--- config.mk ---
export PLATFORM = sky130hd
export DESIGN_NAME = ofsgain_cal
export DESIGN_NICKNAME = d
export VERILOG_FILES = /design/src/rtl/ofsgain_cal_pkg.sv /design/src/rtl/ofsgain_cal_acc.sv /design/src/rtl/ofsgain_cal_trim.sv /design/src/rtl/ofsgain_cal_seq.sv /design/src/rtl/ofsgain_cal.sv
export SDC_FILE = /design/constraint.sdc
export NUM_CORES = 1
export LEC_CHECK = 0
export BUFFER_PORTS_ARGS = -buffer_cell sky130_fd_sc_hd__clkbuf_2
export CAP_MARGIN = 20
export CELL_PAD_IN_SITES_DETAIL_PLACEMENT = 0
export CELL_PAD_IN_SITES_GLOBAL_PLACEMENT = 1
export CORE_ASPECT_RATIO = 1.5
export CORE_MARGIN = 2
export CORE_UTILIZATION = 48
export CTS_CLUSTER_DIAMETER = 40
export DETAILED_ROUTE_END_ITERATION = 8
export MAX_ROUTING_LAYER = met4
export PLACE_DENSITY = 0.81
export SLEW_MARGIN = 20
export SYNTH_ARGS = -nofsm -noshare
export SYNTH_HDL_FRONTEND = slang
export SYNTH_SLANG_ARGS = --single-unit
--- constraint.sdc ---
create_clock -name clk -period 9.1 [get_ports clk]
set_input_delay 0 -clock clk [delete_from_list [all_inputs] [get_ports clk]]
set_output_delay 0 -clock clk [all_outputs]
set_load 0.01 [all_outputs]
--- src/rtl/ofsgain_cal_pkg.sv ---
package ofsgain_cal_pkg;

    typedef enum logic [3:0] {
        ST_IDLE,
        ST_OFS_SETTLE,
        ST_OFS_ACC,
        ST_OFS_UPD,
        ST_OFS_CHK,
        ST_GAIN_SETTLE,
        ST_GAIN_ACC,
        ST_GAIN_UPD,
        ST_GAIN_CHK,
        ST_DONE,
        ST_FAIL
    } cal_state_e;

    typedef enum logic [1:0] {
        SEL_SIGNAL = 2'b00,
        SEL_ZERO   = 2'b01,
        SEL_GREF   = 2'b10
    } in_sel_e;

    typedef enum logic [1:0] {
        PH_IDLE = 2'd0,
        PH_OFS  = 2'd1,
        PH_GAIN = 2'd2,
        PH_END  = 2'd3
    } phase_e;

endpackage

--- src/rtl/ofsgain_cal_acc.sv ---
// Per-channel error accumulator: doubles the code, removes the doubled
// target, sums over the window and yields the arithmetic-shift mean.
module ofsgain_cal_acc #(
    parameter int CODE_W   = 8,
    parameter int MAX_LOG2 = 8,
    parameter int SH_W     = 4,
    parameter int ACC_W    = CODE_W + 2 + MAX_LOG2
) (
    input  logic                    clk,
    input  logic                    rst_n,
    input  logic                    clr,
    input  logic                    en,
    input  logic                    tgt_gain,
    input  logic [CODE_W-1:0]       code,
    input  logic [CODE_W-1:0]       gain_ref,
    input  logic [SH_W-1:0]         n_eff,
    output logic signed [ACC_W-1:0] avg
);
    localparam int ERR_W = CODE_W + 2;
    // doubled midscale target: 2*(2^(CODE_W-1)) - 1, e.g. 255 for 8 bits
    localparam logic [ERR_W-1:0] MID2 = ERR_W'((1 << CODE_W) - 1);

    logic [ERR_W-1:0]        tgt2;
    logic [ERR_W-1:0]        code2;
    logic signed [ERR_W-1:0] err;
    logic signed [ACC_W-1:0] err_ext;
    logic signed [ACC_W-1:0] acc_q;

    always_comb begin
        code2   = {1'b0, code, 1'b0};
        tgt2    = tgt_gain ? {1'b0, gain_ref, 1'b0} : MID2;
        err     = signed'(code2 - tgt2);
        err_ext = {{(ACC_W-ERR_W){err[ERR_W-1]}}, err};
        avg     = acc_q >>> n_eff;
    end

    always_ff @(posedge clk or negedge rst_n) begin
        if (!rst_n) begin
            acc_q <= '0;
        end else if (clr) begin
            acc_q <= '0;
        end else if (en) begin
            acc_q <= acc_q + err_ext;
        end
    end

endmodule

--- src/rtl/ofsgain_cal_trim.sv ---
// One trim loop: unit step against the mean's sign, saturating, with a
// two-in-a-row in-band lock.
module ofsgain_cal_trim #(
    parameter int TRIM_W = 8,
    parameter int ACC_W  = 18,
    parameter int THRESH = 1
) (
    input  logic                    clk,
    input  logic                    rst_n,
    input  logic                    ld_mid,
    input  logic                    upd,
    input  logic signed [ACC_W-1:0] avg,
    output logic [TRIM_W-1:0]       trim,
    output logic                    locked
);
    localparam logic [TRIM_W-1:0]       MID  = TRIM_W'(1 << (TRIM_W - 1));
    localparam logic [TRIM_W-1:0]       TOP  = {TRIM_W{1'b1}};
    localparam logic signed [ACC_W-1:0] TH_P = ACC_W'(THRESH);
    localparam logic signed [ACC_W-1:0] TH_N = -TH_P;

    logic in_band;
    logic half_q;
    logic [TRIM_W-1:0] trim_q;
    logic locked_q;

    assign in_band = (avg <= TH_P) && (avg >= TH_N);
    assign trim    = trim_q;
    assign locked  = locked_q;

    always_ff @(posedge clk or negedge rst_n) begin
        if (!rst_n) begin
            trim_q   <= MID;
            half_q   <= 1'b0;
            locked_q <= 1'b0;
        end else if (ld_mid) begin
            trim_q   <= MID;
            half_q   <= 1'b0;
            locked_q <= 1'b0;
        end else if (upd && !locked_q) begin
            if (in_band) begin
                if (half_q) begin
                    locked_q <= 1'b1;
                end
                half_q <= 1'b1;
            end else begin
                half_q <= 1'b0;
                if (avg > 0) begin
                    if (trim_q != '0) begin
                        trim_q <= trim_q - 1'b1;
                    end
                end else begin
                    if (trim_q != TOP) begin
                        trim_q <= trim_q + 1'b1;
                    end
                end
            end
        end
    end

endmodule

--- src/rtl/ofsgain_cal_seq.sv ---
// Phase sequencer: settle, accumulate, update, check for each phase.
module ofsgain_cal_seq
    import ofsgain_cal_pkg::*;
#(
    parameter int MAX_LOG2 = 8,
    parameter int SH_W     = 4,
    parameter int SETTLE   = 4,
    parameter int MAX_ITER = 255
) (
    input  logic            clk,
    input  logic            rst_n,
    input  logic            start,
    input  logic            smp_valid,
    input  logic [SH_W-1:0] n_eff,
    input  logic            ofs_locked,
    input  logic            gain_locked,
    output logic            acc_clr,
    output logic            acc_en,
    output logic            tgt_gain,
    output logic            ld_mid,
    output logic            upd_ofs,
    output logic            upd_gain,
    output logic [1:0]      in_sel,
    output logic [1:0]      phase,
    output logic            done,
    output logic            cal_err
);
    localparam int SET_BITS = $clog2(SETTLE + 1);
    localparam int CNT_W    = (SET_BITS > MAX_LOG2 + 1) ? SET_BITS : MAX_LOG2 + 1;
    localparam int ITER_W   = $clog2(MAX_ITER + 1);
    localparam logic [CNT_W-1:0]  SET_LAST = CNT_W'(SETTLE - 1);
    localparam logic [ITER_W-1:0] ITER_CAP = ITER_W'(MAX_ITER);

    cal_state_e state_q, state_d;
    logic [CNT_W-1:0]  cnt_q;
    logic [ITER_W-1:0] iter_q;
    logic [CNT_W-1:0]  win_last;
    logic              settle_st, acc_st, upd_st;

    assign win_last  = (CNT_W'(1) << n_eff) - CNT_W'(1);
    assign settle_st = (state_q == ST_OFS_SETTLE) || (state_q == ST_GAIN_SETTLE);
    assign acc_st    = (state_q == ST_OFS_ACC) || (state_q == ST_GAIN_ACC);
    assign upd_st    = (state_q == ST_OFS_UPD) || (state_q == ST_GAIN_UPD);

    // next-state logic
    always_comb begin
        state_d = state_q;
        unique case (state_q)
            ST_IDLE, ST_DONE, ST_FAIL: begin
                if (start) state_d = ST_OFS_SETTLE;
            end
            ST_OFS_SETTLE: begin
                if (smp_valid && cnt_q == SET_LAST) state_d = ST_OFS_ACC;
            end
            ST_OFS_ACC: begin
                if (smp_valid && cnt_q == win_last) state_d = ST_OFS_UPD;
            end
            ST_OFS_UPD: state_d = ST_OFS_CHK;
            ST_OFS_CHK: begin
                if (ofs_locked)             state_d = ST_GAIN_SETTLE;
                else if (iter_q >= ITER_CAP) state_d = ST_FAIL;
                else                        state_d = ST_OFS_SETTLE;
            end
            ST_GAIN_SETTLE: begin
                if (smp_valid && cnt_q == SET_LAST) state_d = ST_GAIN_ACC;
            end
            ST_GAIN_ACC: begin
                if (smp_valid && cnt_q == win_last) state_d = ST_GAIN_UPD;
            end
            ST_GAIN_UPD: state_d = ST_GAIN_CHK;
            ST_GAIN_CHK: begin
                if (gain_locked)             state_d = ST_DONE;
                else if (iter_q >= ITER_CAP) state_d = ST_FAIL;
                else                         state_d = ST_GAIN_SETTLE;
            end
            default: state_d = ST_IDLE;
        endcase
    end

    // state register
    always_ff @(posedge clk or negedge rst_n) begin
        if (!rst_n) state_q <= ST_IDLE;
        else        state_q <= state_d;
    end

    // sample and iteration counters
    always_ff @(posedge clk or negedge rst_n) begin
        if (!rst_n) begin
            cnt_q  <= '0;
            iter_q <= '0;
        end else begin
            if (state_d != state_q)                 cnt_q <= '0;
            else if (smp_valid && (settle_st || acc_st)) cnt_q <= cnt_q + 1'b1;

            if (ld_mid || (state_q == ST_OFS_CHK && state_d == ST_GAIN_SETTLE))
                iter_q <= '0;
            else if (upd_st)
                iter_q <= iter_q + 1'b1;
        end
    end

    // output decode
    always_comb begin
        acc_clr  = settle_st;
        acc_en   = acc_st && smp_valid;
        tgt_gain = 1'b0;
        ld_mid   = 1'b0;
        upd_ofs  = 1'b0;
        upd_gain = 1'b0;
        in_sel   = SEL_SIGNAL;
        phase    = PH_IDLE;
        done     = 1'b0;
        cal_err  = 1'b0;
        unique case (state_q)
            ST_IDLE: begin
                ld_mid = start;
            end
            ST_OFS_SETTLE, ST_OFS_ACC, ST_OFS_CHK: begin
                in_sel = SEL_ZERO;
                phase  = PH_OFS;
            end
            ST_OFS_UPD: begin
                in_sel  = SEL_ZERO;
                phase   = PH_OFS;
                upd_ofs = 1'b1;
            end
            ST_GAIN_SETTLE, ST_GAIN_ACC, ST_GAIN_CHK: begin
                in_sel   = SEL_GREF;
                phase    = PH_GAIN;
                tgt_gain = 1'b1;
            end
            ST_GAIN_UPD: begin
                in_sel   = SEL_GREF;
                phase    = PH_GAIN;
                tgt_gain = 1'b1;
                upd_gain = 1'b1;
            end
            ST_DONE: begin
                phase  = PH_END;
                done   = 1'b1;
                ld_mid = start;
            end
            ST_FAIL: begin
                phase   = PH_END;
                done    = 1'b1;
                cal_err = 1'b1;
                ld_mid  = start;
            end
            default: begin
                phase = PH_IDLE;
            end
        endcase
    end

endmodule

--- src/rtl/ofsgain_cal.sv ---
module ofsgain_cal
    import ofsgain_cal_pkg::*;
#(
    parameter int CODE_W   = 8,
    parameter int TRIM_W   = 8,
    parameter int MAX_LOG2 = 8,
    parameter int SETTLE   = 4,
    parameter int MAX_ITER = 255,
    parameter int THRESH   = 1
) (
    input  logic                          clk,
    input  logic                          rst_n,
    input  logic                          start,
    input  logic                          smp_valid,
    input  logic [CODE_W-1:0]             code_a,
    input  logic [CODE_W-1:0]             code_b,
    input  logic [CODE_W-1:0]             gain_ref,
    input  logic [$clog2(MAX_LOG2+1)-1:0] acc_log2,
    output logic [1:0]                    in_sel,
    output logic [1:0]                    phase,
    output logic [TRIM_W-1:0]             ofs_trim_a,
    output logic [TRIM_W-1:0]             ofs_trim_b,
    output logic [TRIM_W-1:0]             gain_trim_a,
    output logic [TRIM_W-1:0]             gain_trim_b,
    output logic                          done,
    output logic                          cal_err
);
    localparam int NCH   = 2;
    localparam int SH_W  = $clog2(MAX_LOG2 + 1);
    localparam int ACC_W = CODE_W + 2 + MAX_LOG2;

    logic [SH_W-1:0]         n_eff;
    logic                    acc_clr, acc_en, tgt_gain, ld_mid, upd_ofs, upd_gain;
    logic [CODE_W-1:0]       code_arr  [NCH];
    logic signed [ACC_W-1:0] avg_arr   [NCH];
    logic [TRIM_W-1:0]       otrim_arr [NCH];
    logic [TRIM_W-1:0]       gtrim_arr [NCH];
    logic [NCH-1:0]          olock, glock;

    assign n_eff       = (acc_log2 > SH_W'(MAX_LOG2)) ? SH_W'(MAX_LOG2) : acc_log2;
    assign code_arr[0] = code_a;
    assign code_arr[1] = code_b;
    assign ofs_trim_a  = otrim_arr[0];
    assign ofs_trim_b  = otrim_arr[1];
    assign gain_trim_a = gtrim_arr[0];
    assign gain_trim_b = gtrim_arr[1];

    ofsgain_cal_seq #(
        .MAX_LOG2 (MAX_LOG2),
        .SH_W     (SH_W),
        .SETTLE   (SETTLE),
        .MAX_ITER (MAX_ITER)
    ) u_seq (
        .clk         (clk),
        .rst_n       (rst_n),
        .start       (start),
        .smp_valid   (smp_valid),
        .n_eff       (n_eff),
        .ofs_locked  (&olock),
        .gain_locked (&glock),
        .acc_clr     (acc_clr),
        .acc_en      (acc_en),
        .tgt_gain    (tgt_gain),
        .ld_mid      (ld_mid),
        .upd_ofs     (upd_ofs),
        .upd_gain    (upd_gain),
        .in_sel      (in_sel),
        .phase       (phase),
        .done        (done),
        .cal_err     (cal_err)
    );

    for (genvar ch = 0; ch < NCH; ch++) begin : g_ch
        ofsgain_cal_acc #(
            .CODE_W   (CODE_W),
            .MAX_LOG2 (MAX_LOG2),
            .SH_W     (SH_W),
            .ACC_W    (ACC_W)
        ) u_acc (
            .clk      (clk),
            .rst_n    (rst_n),
            .clr      (acc_clr),
            .en       (acc_en),
            .tgt_gain (tgt_gain),
            .code     (code_arr[ch]),
            .gain_ref (gain_ref),
            .n_eff    (n_eff),
            .avg      (avg_arr[ch])
        );

        ofsgain_cal_trim #(
            .TRIM_W (TRIM_W),
            .ACC_W  (ACC_W),
            .THRESH (THRESH)
        ) u_ofs (
            .clk    (clk),
            .rst_n  (rst_n),
            .ld_mid (ld_mid),
            .upd    (upd_ofs),
            .avg    (avg_arr[ch]),
            .trim   (otrim_arr[ch]),
            .locked (olock[ch])
        );

        ofsgain_cal_trim #(
            .TRIM_W (TRIM_W),
            .ACC_W  (ACC_W),
            .THRESH (THRESH)
        ) u_gain (
            .clk    (clk),
            .rst_n  (rst_n),
            .ld_mid (ld_mid),
            .upd    (upd_gain),
            .avg    (avg_arr[ch]),
            .trim   (gtrim_arr[ch]),
            .locked (glock[ch])
        );
    end

endmodule

# == After elaboration in Yosys (flattened, before gate mapping) ==
# Cells that the tools add are included.
# word_totals
regBits,97
in_bits,32
# op_classes
add_sub_neg,15
magnitude_cmp,8
n_eq_ne,24
shifts,3
n_mux,78
reduce_logical,56
# op_table
operator,count
$mux W8,26
$mux W18,4
$add A8 B1 Y8 const B,5
$mux W4,10
$add A18 B10 Y18,2
$ge A18 B1 Y1 const B,2
$gt A18 B1 Y1 const B,2
$le A18 B2 Y1 const B,2
$pmux W4 S9,1
$sshr A18 B4 Y18,2
$mux W1,32
$ne A8 B8 Y1 const B,4
$reduce_bool A8 Y1,4
$sub A8 B1 Y8 const B,4
$mux W9,3
$reduce_bool A2 Y1,13
$eq A4 B3 Y1 const B,5
$sub A9 B9 Y10,2
$reduce_and A4 Y1,4
$eq A4 B4 Y1 const B,3
$ne A3 B3 Y1 const B,4
$reduce_and A3 Y1,4
$reduce_bool A3 Y1,4
$logic_and A1 B1 Y1,11
other kinds (20),31

# == Logic depth before layout (Yosys ltp) ==
# Gate-level depths: netlist of run 1.
# logic_depth
ltp_word,12
depth_mapped,23
depth_no_buf,22

# == By module ==
# Synthesis of run 1 repeated with hierarchy kept, for this count alone.
# hier_totals
hier_cells,1214
area_unflattened_um2,10362.4
# modules_own_cells
module,instances,cells_per_inst,area_per_inst_um2,seq_area_each_um2
ofsgain_cal_acc,2,318,2558.7,450.4
ofsgain_cal_trim,4,90,872.1,251.5
ofsgain_cal_seq,1,212,1721.7,525.5
ofsgain_cal,1,6,35.0,0.0

# == Worst setup path after synthesis of run 1 ==
# Ideal clock, no wire load.
# synth_timing
path_type,reg-to-reg
startpoint,reg u_seq.state_q[1]
endpoint,reg g_ch[1].u_acc.acc_q[17]
t_arrival_ps,6576
required_time_ps,8971
slack_ps,2395
stages_incl_launch_ff,21
n_path_buf,1
path_cell_list,dfrtp_1 clkbuf_1 or3b_2 mux2i_1 clkinv_1 nor2_1 ha_1 a211oi_1 o21a_1 nor3_1 a2111oi_0 ha_1 a21o_1 a21o_1 a211oi_1 a221oi_1 o41ai_1 o21ai_0 xnor2_1 a21oi_1 o22ai_1
# synth_between
elab_chain_len,8
elab_cells_between_ends,17
# synth_lines
item,line,text
from (decl),ofsgain_cal_seq.sv:34,"cal_state_e state_q, state_d;"
from (signal assigned),ofsgain_cal_seq.sv:83,else state_q <= state_d;
"$eq A4 B4 Y1, or another cell as far along",ofsgain_cal_seq.sv:114,unique case (state_q)
$reduce_or A4 Y1 (no source line),n/a,
$mux W1,ofsgain_cal_seq.sv:114,
$mux W9,ofsgain_cal_acc.sv:31,"tgt2 = tgt_gain ? {1'b0, gain_ref, 1'b0} : MID2;"
$sub A9 B9 Y10,ofsgain_cal_acc.sv:32,err = signed'(code2 - tgt2);
$add A18 B10 Y18,ofsgain_cal_acc.sv:43,acc_q <= acc_q + err_ext;
$mux W18,ofsgain_cal_acc.sv:42,end else if (en) begin
$mux W18,ofsgain_cal_acc.sv:40,end else if (clr) begin
to (signal assigned),ofsgain_cal_acc.sv:43,
to (decl),ofsgain_cal_acc.sv:27,logic signed [ACC_W-1:0] acc_q;
# Parallel ways exist; a longest one is shown, timed or not. The select of a mux whose other input is x is not followed.
# A chain may end at the register's enable or synchronous reset.

# == Worst setup path in the final report of run 1 ==
# Ends and elaborated chain as after synthesis.

==> impl_metrics.json, run 1 <==
{
  "status": "completed",
  "setup-tns-final_ns": 0,
  "synth_area_um2": 10040,
  "cts_resized": 0,
  "fill_cells": 2047,
  "r2r_start": "u_seq.state_q[1]",
  "layout-drive-gt1-share": 0.1245,
  "n_antenna_cell": 0,
  "synthArstFlopShare": 1.000,
  "place.gp.congestion": 0.9408,
  "leakage_nw": 4.761,
  "final_hold_viol_count": 0,
  "final_cell_mix": "nor2_1, nand2_1, dfrtp_1",
  "path_cells": "or3b_2 -> mux2i_1 -> clkinv_1 -> nor2_1 -> ha_1 -> a211oi_1 -> o21a_1 -> nor3_1 -> a2111oi_4 -> ha_1 -> a21o_1 -> a21o_1 -> a211oi_1 -> a221oi_1 -> o41ai_1 -> o21ai_0 -> xnor2_1 -> a21oi_1 -> o22ai_1",
  "syn_nets": 1302,
  "synth_compound_area_frac": 0.2220,
  "track_usage": 0.2550,
  "die_y_um": 181.2,
  "hold_class": "in -> reg",
  "syn_avg_cell_area_um2": 8.474,
  "fmax_mhz": 151.2,
  "drt-initial-drc-count": 636,
  "crit_start": "u_seq.state_q[1]",
  "crit_fanout": 11,
  "arrival_ns": 6.84,
  "cts_max_level": 3,
  "path_class": "reg -> reg",
  "rsz0062_at_grt": "no",
  "core_um2": 20500,
  "ys_seq_area_frac": 0.2422,
  "area_growth_pct": 7.513,
  "synthAdderAreaFrac": 0.1119,
  "finalCriticalPeriod_ns": 6.613,
  "ys_seq_elements": 97,
  "ys.warnings.count": 0,
  "die_area_um2": 22120,
  "relSlewSlack": 0.3347,
  "fin_ws_ns": 2.487,
  "power_density_nw_per_um2": 205.9,
  "synth_mux_area_frac": 0.1055,
  "final_max_slew_viol_count": 0,
  "synth_top_family_by_area": "compound AO/OA/AOI/OAI gates",
  "cp.buffers_inverters": 1,
  "numPortBuffers": 69,
  "worstSetupStartpointType": "register",
  "worstHoldStart": "start",
  "crit_family": "compound AO/OA/AOI/OAI gates",
  "cts_tree": "done",
  "required_ns": 9.33,
  "clock-sinks": 97,
  "synth_cell_types": 82,
  "die_w_um": 122.1,
  "io_pins": 70,
  "finalSetupViolations": 0,
  "cap_violations": 0,
  "layout_commonest_cell": "nor2_1",
  "clk_pin_slew_ns": 0.08,
  "ir_worst_vdd_uv": 105.4,
  "syn_inst": 1185,
  "drt-pass1-iter-count": 5,
  "grt_max_degree": 61,
  "clkLatencyLatePin_ns": 0.37,
  "synth_xor_area_frac": 0.07501,
  "routedWlPerCell_um": 18.12,
  "place_ws_ns": 2.130,
  "dpl.hpwl_um": 19900,
  "period_share": 0.7267,
  "cts_root_buf": "clkbuf_16",
  "start_util": 0.4899,
  "slowest_stage": "mux2i_1",
  "gr-total-overflow": 0,
  "cp_slowest_stage_delay_ns": 0.70,
  "synth-edff-count": 0,
  "tightest_slew_ns": 0.9958,
  "antenna_found_initial": 0,
  "cts.path.max_buffers": 2,
  "vias_per_cell": 6.196,
  "synthFlopType": "dfrtp_1",
  "yosys.area_share.simple": 0.1945,
  "finalNetCount": 1325,
  "grt_pass1_vias": 9051,
  "drc": 0,
  "power_w": 0.002223,
  "end_kind": "register",
  "routed_wl_um": 26760,
  "antenna_left": 0,
  "rows": 64,
  "grt_pass1_wl_um": 44730,
  "vias": 9151,
  "worst_clock_skew_ns": 0.01454,
  "cts_buffers": 9
}
area by class of cell:
type / instances / area [um2] / area share
Tap cell: 264 / 330.3 / 0.03059
Clock inverter: 6 / 75.07 / 0.006953
Inverter: 41 / 153.9 / 0.01425
Sequential cell: 97 / 2432 / 0.2253
Multi-Input combinational cell: 979 / 7143 / 0.6616
Timing Repair Buffer: 80 / 432.9 / 0.04010
Clock buffer: 10 / 229.0 / 0.02121
synthesized netlist by cell type, types with 7 or more instances:
| cell | number | area, um2 |
|---|---|---|
| or4_1 | 14 | 105.1 |
| nand2b_1 | 17 | 106.4 |
| clkbuf_1 | 40 | 150.1 |
| nor3_1 | 31 | 155.2 |
| xnor2_1 | 49 | 429.2 |
| ha_1 | 77 | 963.4 |
| mux2_2 | 15 | 168.9 |
| o21ai_0 | 80 | 400.4 |
| fa_1 | 8 | 160.2 |
| nand3_1 | 36 | 180.2 |
| xor2_1 | 37 | 324.1 |
| nor2b_1 | 8 | 50.05 |
| a21oi_1 | 85 | 425.4 |
| a21o_1 | 23 | 172.7 |
| mux2i_1 | 35 | 350.3 |
| inv_1 | 38 | 142.6 |
| nor4_1 | 7 | 43.79 |
| nor3b_1 | 7 | 52.55 |
| and3_1 | 9 | 56.30 |
| buf_2 | 14 | 70.07 |
| a22oi_1 | 7 | 52.55 |
| nor2_1 | 107 | 401.6 |
| o211ai_1 | 7 | 52.55 |
| mux4_2 | 19 | 427.9 |
| a22o_1 | 7 | 61.31 |
| dfrtp_1 | 93 | 2327 |
| a211oi_1 | 14 | 105.1 |
| nand4_1 | 16 | 100.1 |
| nand2_1 | 96 | 360.4 |
| mux2_1 | 10 | 112.6 |
| or3_1 | 13 | 81.33 |
| o31ai_1 | 12 | 90.09 |
| o21bai_1 | 21 | 157.7 |
where the power goes:
part | internal, W | switching (W) | leakage, nW
clock | 0.000219 | 0.000187 | 0.146
sequential | 0.000512 | 0.000124 | 1.31
combinational | 0.000526 | 0.000656 | 3.31
total | 0.00126 | 0.000967 | 4.76
timing repair:
| action | 4_1_cts | 5_1_grt |
|---|---|---|
| buffers inserted | 0 | 0 |
| hold buffers | 1 | 0 |
| endpoints found under the hold margin | 39 | 0 |
state kept, by name, indices dropped and copies added (netlist names):
register and count:
g_ch.u_ofs.trim 16, g_ch.u_ofs.half_q 2, g_ch.u_gain.locked 2, u_seq.iter_q 8
g_ch.u_gain.half_q 2, g_ch.u_acc.acc_q 36, g_ch.u_ofs.locked 2, u_seq.state_q 4
u_seq.cnt_q 9, g_ch.u_gain.trim 16
per-stage QoR:
| step | utilization | hold WS [ns] | area (um2) | cells |
|---|---|---|---|---|
| after floorplan | - | -0.2956 | 10040 | 1185 |
| after global placement | 0.5105 | 0.001179 | 10470 | 1460 |
| after detailed placement | 0.5107 | 0.002718 | 10470 | 1460 |
| after CTS | 0.5261 | 0.03258 | 10780 | 1477 |
| after global routing | 0.5267 | 0.07013 | 10800 | 1477 |
| final | 0.5267 | 0.05363 | 10800 | 1477 |
routing by layer:
metal | part of all wire | wire (um) | GRT usage | vias to the layer above
met5 | 0 | 0 | - | -
met4 | 0.031 | 830 | 0.09195 | 0
li1 | - | - | - | 4454
met2 | 0.52 | 13870 | 0.4503 | 243
met3 | 0.038 | 1017 | 0.02967 | 63
met1 | 0.41 | 11040 | 0.2938 | 4391
worst paths after layout:
kind | end | slack, ns | cells after the start
min in group asynchronous | g_ch[1].u_ofs.trim[1] | 0.14 | 2
worst min register to register | g_ch[1].u_gain.trim[7] | 0.51 | 2
worst max-delay path | g_ch[1].u_acc.acc_q[17] | 2.49 | 19
worst max register to register | g_ch[1].u_acc.acc_q[17] | 2.49 | 19
max in group asynchronous | u_seq.cnt_q[6] | 7.80 | 3
worst min-delay path | u_seq.state_q[3] | 0.05 | 2
kinds of logic after synthesis:
family,after synthesis
AOI/OAI and AO/OA,337
xor gates and xnor gates,86
adders and majority gates,85
buffers and inverters,109
DFF,97
muxes,79
and+or+nand+nor,392
No activity file was read; power rests on OpenSTA's default activity.
==> run 2, diff against run 1 <==
==> constraint.sdc (replaced) <==
create_clock -name clk -period 6.9 [get_ports clk]
set_input_delay 0 -clock clk [delete_from_list [all_inputs] [get_ports clk]]
set_output_delay 0 -clock clk [all_outputs]
set_load 0.01 [all_outputs]
==> impl_metrics.json, run 2 (synthesis gave the netlist of run 1 again) <==
{
  "status": "completed",
  "regMostFlops": "g_ch.u_acc.acc_q",
  "r2r_start": "u_seq.state_q[1]",
  "swShare": 0.4408,
  "layout-drive-gt1-share": 0.1266,
  "grt_max_degree": 58,
  "n_antenna_cell": 0,
  "period_share": 0.8300,
  "antenna_found_initial": 0,
  "netSwitchingPower_w": 0.001279,
  "die_y_um": 181.2,
  "grt_pass1_vias": 9027,
  "fmax_mhz": 174.6,
  "cap_violations": 0,
  "required_ns": 7.18,
  "p_comb_frac": 0.538,
  "place.gp.congestion": 0.9268,
  "rows": 64,
  "grt_pass1_wl_um": 43950,
  "dpl.hpwl_um": 19880,
  "finalNetCount": 1328,
  "worst_clock_skew_ns": 0.009275,
  "clockPowerShare": 0.172,
  "track_usage": 0.2519,
  "cts.path.max_buffers": 2,
  "crit_fanout": 11,
  "power_w": 0.002901,
  "antenna_left": 0,
  "gr-total-overflow": 0,
  "leakage_nw": 4.766,
  "routed_wl_um": 26680,
  "cts_resized": 0,
  "tightest_slew_ns": 1.041,
  "rsz0062_at_grt": "no",
  "cp_slowest_stage_delay_ns": 0.54,
  "setup-tns-final_ns": 0,
  "crit_start": "u_seq.state_q[1]",
  "p_int_w": 0.001622,
  "hold_class": "in -> reg",
  "drc": 0,
  "die_area_um2": 22120,
  "worstHoldStart": "start",
  "clkLatencyLatePin_ns": 0.36,
  "final_cell_mix": "nor2_1, nand2_1, dfrtp_1",
  "post_cts_buffers": 0,
  "r2r-end": "g_ch[1].u_acc.acc_q[17]",
  "finalCriticalPeriod_ns": 5.727,
  "core_um2": 20500,
  "place_ws_ns": 1.162,
  "path_cells": "or3b_2 -> mux2i_1 -> buf_4 -> clkinv_1 -> nor2_1 -> ha_1 -> a211oi_1 -> o21a_1 -> nor3_1 -> a2111oi_2 -> buf_4 -> ha_1 -> a21o_1 -> a21o_1 -> a211oi_1 -> a221oi_1 -> o41ai_1 -> o21ai_0 -> xnor2_1 -> a21oi_1 -> o22ai_1",
  "vias_per_cell": 6.196,
  "arrival_ns": 6.01,
  "drt-initial-drc-count": 600,
  "design_area_um2": 10780,
  "final_max_slew_viol_count": 0,
  "vias": 9170,
  "cts_buffers": 9,
  "relSlewSlack": 0.3047,
  "io_pins": 70,
  "final_hold_viol_count": 0,
  "end_kind": "register",
  "slowest_stage": "or3b_2",
  "largest_reg_flops": 36,
  "layout_commonest_cell": "nor2_1",
  "die_w_um": 122.1,
  "placedInstanceArea_um2": 10490,
  "fill_cells": 2016,
  "routedWlPerCell_um": 18.02,
  "ff2ff_path_depth": 21,
  "finalSetupViolations": 0,
  "holdWs_ns": 0.03850,
  "crit_family": "compound AO/OA/AOI/OAI gates",
  "power_density_nw_per_um2": 269.1,
  "fin_ws_ns": 1.173,
  "area_growth_pct": 7.364,
  "path_class": "reg -> reg",
  "cts_tree": "done",
  "drt-pass1-iter-count": 5,
  "clk_pin_slew_ns": 0.08,
  "clock-sinks": 97,
  "ir_worst_vdd_uv": 125.8,
  "cp.buffers_inverters": 3,
  "start_util": 0.4899,
  "worstSetupStartpointType": "register",
  "cts_max_level": 3,
  "cts_root_buf": "clkbuf_16",
  "numPortBuffers": 69,
  "seqPwrFrac": 0.290,
  "r2r_setup_slack_ns": 1.17,
  "whs_path_depth": 2,
  "min_to": "u_seq.state_q[3]"
}
## run 2: final cells by class
cell class	count	area [um2]	area share
Clock buffer	9	225.2	0.02089
Clock inverter	7	58.81	0.005454
Inverter	41	153.9	0.01427
Multi-Input combinational cell	979	7126	0.6609
Sequential cell	97	2432	0.2256
Tap cell	264	330.3	0.03064
Timing Repair Buffer	83	455.4	0.04224
## run 2: power groups by stage
stage	clock, W	combinational (W)	sequential (W)
after floorplan	0	0.00121	0.000821
after global placement	0	0.00155	0.000847
after detailed placement	0	0.00157	0.000851
after CTS	0.000513	0.00158	0.000841
after global routing	0.000537	0.00177	0.000863
final	0.000499	0.00156	0.000841
## run 2: metal layers
layer | GRT usage | share of wire
met4 | 0.1011 | 0.030
met3 | 0.02557 | 0.034
met2 | 0.4469 | 0.52
met1 | 0.2860 | 0.41
met5 | - | 0
## run 2: worst register-to-register path, delay by kind of cell (launching register included)
kind                       cells  cell delay [ns]
muxes                          1             0.16
DFF                            1             0.49
adders and majority gates      2             0.63
xor gates and xnor gates       1             0.22
buffers and inverters          3             0.68
and+or+nand+nor                3             1.02
AOI/OAI and AO/OA             11             2.42
## run 2: timing repair
item | 4_1_cts | 5_1_grt
hold buffers | 1 | 0
endpoints found under the hold margin | 40 | 0
setup endpoints to repair | 0 | 0
## run 2: worst max path at each step
stage          slack [ns]  cells after the start                       to
6_report             1.17                     21  g_ch[1].u_acc.acc_q[17]
5_1_grt              0.58                     21  g_ch[1].u_acc.acc_q[17]
4_1_cts              1.13                     21  g_ch[1].u_acc.acc_q[17]
3_5_place_dp         1.16                     21  g_ch[1].u_acc.acc_q[17]
3_3_place_gp         1.41                     21  g_ch[1].u_acc.acc_q[17]
2_1_floorplan        0.19                     20  g_ch[1].u_acc.acc_q[17]
## run 2: through the flow
stage	utilization	cells
finish	0.5259	1480
global route	0.5259	1480
CTS	0.5259	1480
detailed placement	0.5116	1463
global placement	0.5116	1463
floorplan	-	1185
==> run 3, diff against run 2 <==
--- a/config.mk
+++ b/config.mk
@@ -11,11 +11,11 @@
 export CELL_PAD_IN_SITES_GLOBAL_PLACEMENT = 1
 export CORE_ASPECT_RATIO = 1.5
 export CORE_MARGIN = 2
-export CORE_UTILIZATION = 48
+export CORE_UTILIZATION = 43
 export CTS_CLUSTER_DIAMETER = 40
 export DETAILED_ROUTE_END_ITERATION = 8
 export MAX_ROUTING_LAYER = met4
-export PLACE_DENSITY = 0.81
+export PLACE_DENSITY = 0.76
 export SLEW_MARGIN = 20
 export SYNTH_ARGS = -nofsm -noshare
 export SYNTH_HDL_FRONTEND = slang
==> constraint.sdc (replaced) <==
create_clock -name clk -period 5 [get_ports clk]
set_input_delay 0 -clock clk [delete_from_list [all_inputs] [get_ports clk]]
set_output_delay 0 -clock clk [all_outputs]
set_load 0.01 [all_outputs]
==> impl_metrics.json, run 3 (synthesis gave the netlist of run 1 again) <==
{
  "period_share": 0.9512,
  "r2r-end": "g_ch[1].u_acc.acc_q[17]",
  "final_cell_mix": "nor2_1, nand2_1, dfrtp_1",
  "tightest_slew_ns": 0.9870,
  "cp_slowest_stage_delay_ns": 0.43,
  "r2r_setup_slack_ns": 0.24,
  "worst_clock_skew_ns": 0.008755,
  "cts_buffers": 9,
  "start_util": 0.4371,
  "layout_commonest_cell": "nor2_1",
  "relSlewSlack": 0.3395,
  "fin_ws_ns": 0.2439,
  "final_hold_viol_count": 0,
  "path_cells": "or3b_4 -> mux2i_4 -> clkinv_4 -> nor2_1 -> ha_1 -> or3_1 -> o21ai_0 -> nor3_1 -> a2111oi_4 -> ha_4 -> a21o_1 -> a21o_1 -> a211oi_2 -> a221oi_2 -> o41ai_2 -> o21ai_1 -> xnor2_1 -> a21oi_1 -> o22ai_1",
  "crit_family": "compound AO/OA/AOI/OAI gates",
  "n_antenna_cell": 0,
  "cts_root_buf": "clkbuf_16",
  "cap_violations": 0,
  "cp.depth": 19,
  "seqPwrFrac": 0.273,
  "p_int_w": 0.002363,
  "largest_reg_flops": 36,
  "cts_tree": "done",
  "path_class": "reg -> reg",
  "cts.path.max_buffers": 2,
  "place_ws_ns": 0.04461,
  "netSwitchingPower_w": 0.001796,
  "routedWlPerCell_um": 17.99,
  "ir_worst_vdd_uv": 195.0,
  "drc": 0,
  "antenna_found_initial": 0,
  "antenna_left": 0,
  "place.gp.congestion": 0.9340,
  "track_usage": 0.2344,
  "cp.buffers_inverters": 1,
  "routed_wl_um": 27640,
  "design_area_um2": 11280,
  "die_w_um": 128.8,
  "drt-pass1-iter-count": 6,
  "dp.cells": 1514,
  "power_density_nw_per_um2": 368.6,
  "regMostFlops": "g_ch.u_acc.acc_q",
  "critPathCapture": "g_ch[1].u_acc.acc_q[17]",
  "dpl.hpwl_um": 21060,
  "slowest_stage": "dfrtp_1",
  "status": "completed",
  "hold_class": "in -> reg",
  "area_growth_pct": 12.35,
  "crit_start": "u_seq.state_q[0]",
  "rows": 68,
  "vias_per_cell": 5.997,
  "clk_pin_slew_ns": 0.07,
  "placedInstanceArea_um2": 10840,
  "drt-initial-drc-count": 592,
  "grt_pass1_wl_um": 45520,
  "r2r_start": "u_seq.state_q[0]",
  "fill_cells": 2267,
  "finalSetupViolations": 0,
  "io_pins": 70,
  "final_max_slew_viol_count": 0,
  "grt_max_degree": 57,
  "p_comb_frac": 0.548,
  "cp_common_cell": "a21o_1",
  "clock-sinks": 97,
  "required_ns": 5.28,
  "grt_pass1_vias": 9191,
  "arrival_ns": 5.03,
  "numPortBuffers": 69,
  "clkLatencyLatePin_ns": 0.36,
  "core_um2": 22970,
  "finalNetCount": 1368,
  "die_area_um2": 24620,
  "layout-drive-gt1-share": 0.1712,
  "vias": 9212,
  "ff2ff_path_depth": 19,
  "cts_max_level": 3,
  "worstSetupStartpointType": "register",
  "leakage_nw": 5.001,
  "finalCriticalPeriod_ns": 4.756,
  "fmax_mhz": 210.3,
  "die_y_um": 191.2,
  "gr-total-overflow": 0,
  "clockPowerShare": 0.180,
  "crit_fanout": 6,
  "swShare": 0.4318,
  "final_cells": 1536,
  "end_kind": "register"
}
-- run 3: changes by cell type in the layout (fill, tap and decap cells not counted), moves of 3 or more --
cell / delta
a211oi_1: -5
a211oi_2: +5
a21oi_1: -3
a21oi_2: +3
buf_4: +38
ha_1: -3
-- run 3: how the worst min path moves through the flow --
stage | endpoint | cells after the start | slack, ns | startpoint
4_1_cts | u_seq.state_q[3] | 2 | 0.05 | start
3_5_place_dp | g_ch[1].u_gain.trim[3] | 1 | 0.03 | rst_n
6_report | u_seq.state_q[3] | 2 | 0.08 | start
3_3_place_gp | g_ch[1].u_gain.trim[2] | 1 | 0.03 | rst_n
2_1_floorplan | g_ch[0].u_acc.acc_q[0] | 0 | -0.30 | rst_n
5_1_grt | u_seq.state_q[3] | 2 | 0.05 | start
-- run 3: worst reg2reg max path, delay by kind of cell (launching register included) --
| kind | cells | cell delay, ns |
|---|---|---|
| compound gates | 10 | 1.95 |
| mux | 1 | 0.26 |
| simple gates | 4 | 1.10 |
| fa+ha+maj | 2 | 0.61 |
| buf+inv | 1 | 0.12 |
| flops | 1 | 0.43 |
| xor+xnor | 1 | 0.21 |
-- run 3: area by class of cell --
type	count	area, um2	share of cell area
repair buffers	123	772.0	0.06843
flip-flops and latches	97	2432	0.2156
clock inverters	6	73.82	0.006543
inverters	41	158.9	0.01408
multi-input cells	979	7256	0.6431
clock buffers	10	239.0	0.02118
well taps	280	350.3	0.03105
-- run 3: power groups by stage --
stage / combinational [W] / sequential, W / clock [W]
floorplan: 0.00170 / 0.00113 / 0
global placement: 0.00223 / 0.00115 / 0
detailed placement: 0.00225 / 0.00115 / 0
CTS: 0.00227 / 0.00114 / 0.000763
global route: 0.00256 / 0.00116 / 0.000795
finish: 0.00228 / 0.00113 / 0.000747
-- run 3: layer usage --
layer,vias to the layer above,part of all wire,GRT usage,wire [um]
li1,4532,-,-,-
met1,4386,0.42,0.2688,11690
met2,229,0.52,0.4194,14340
met3,65,0.027,0.01959,736
met4,0,0.032,0.09323,875
met5,-,0,-,0
-- run 3: through the flow --
| stage | util | hold slack, ns | total power (W) | setup TNS, ns |
|---|---|---|---|---|
| floorplan | - | -0.2956 | 0.002830 | 0 |
| global placement | 0.4718 | 0.02569 | 0.003372 | 0 |
| detailed placement | 0.4718 | 0.02555 | 0.003403 | 0 |
| CTS | 0.4858 | 0.05446 | 0.004164 | 0 |
| global route | 0.4911 | 0.05474 | 0.004521 | -0.04377 |
| finish | 0.4911 | 0.08113 | 0.004159 | 0 |
-- run 3: repair_timing --
action / CTS / global route
endpoints found under the setup margin: 0 / 2
gates resized for setup: 0 / 19
hold buffers: 1 / 0
setup buffers: 0 / 5
endpoints found under the hold margin: 41 / 0
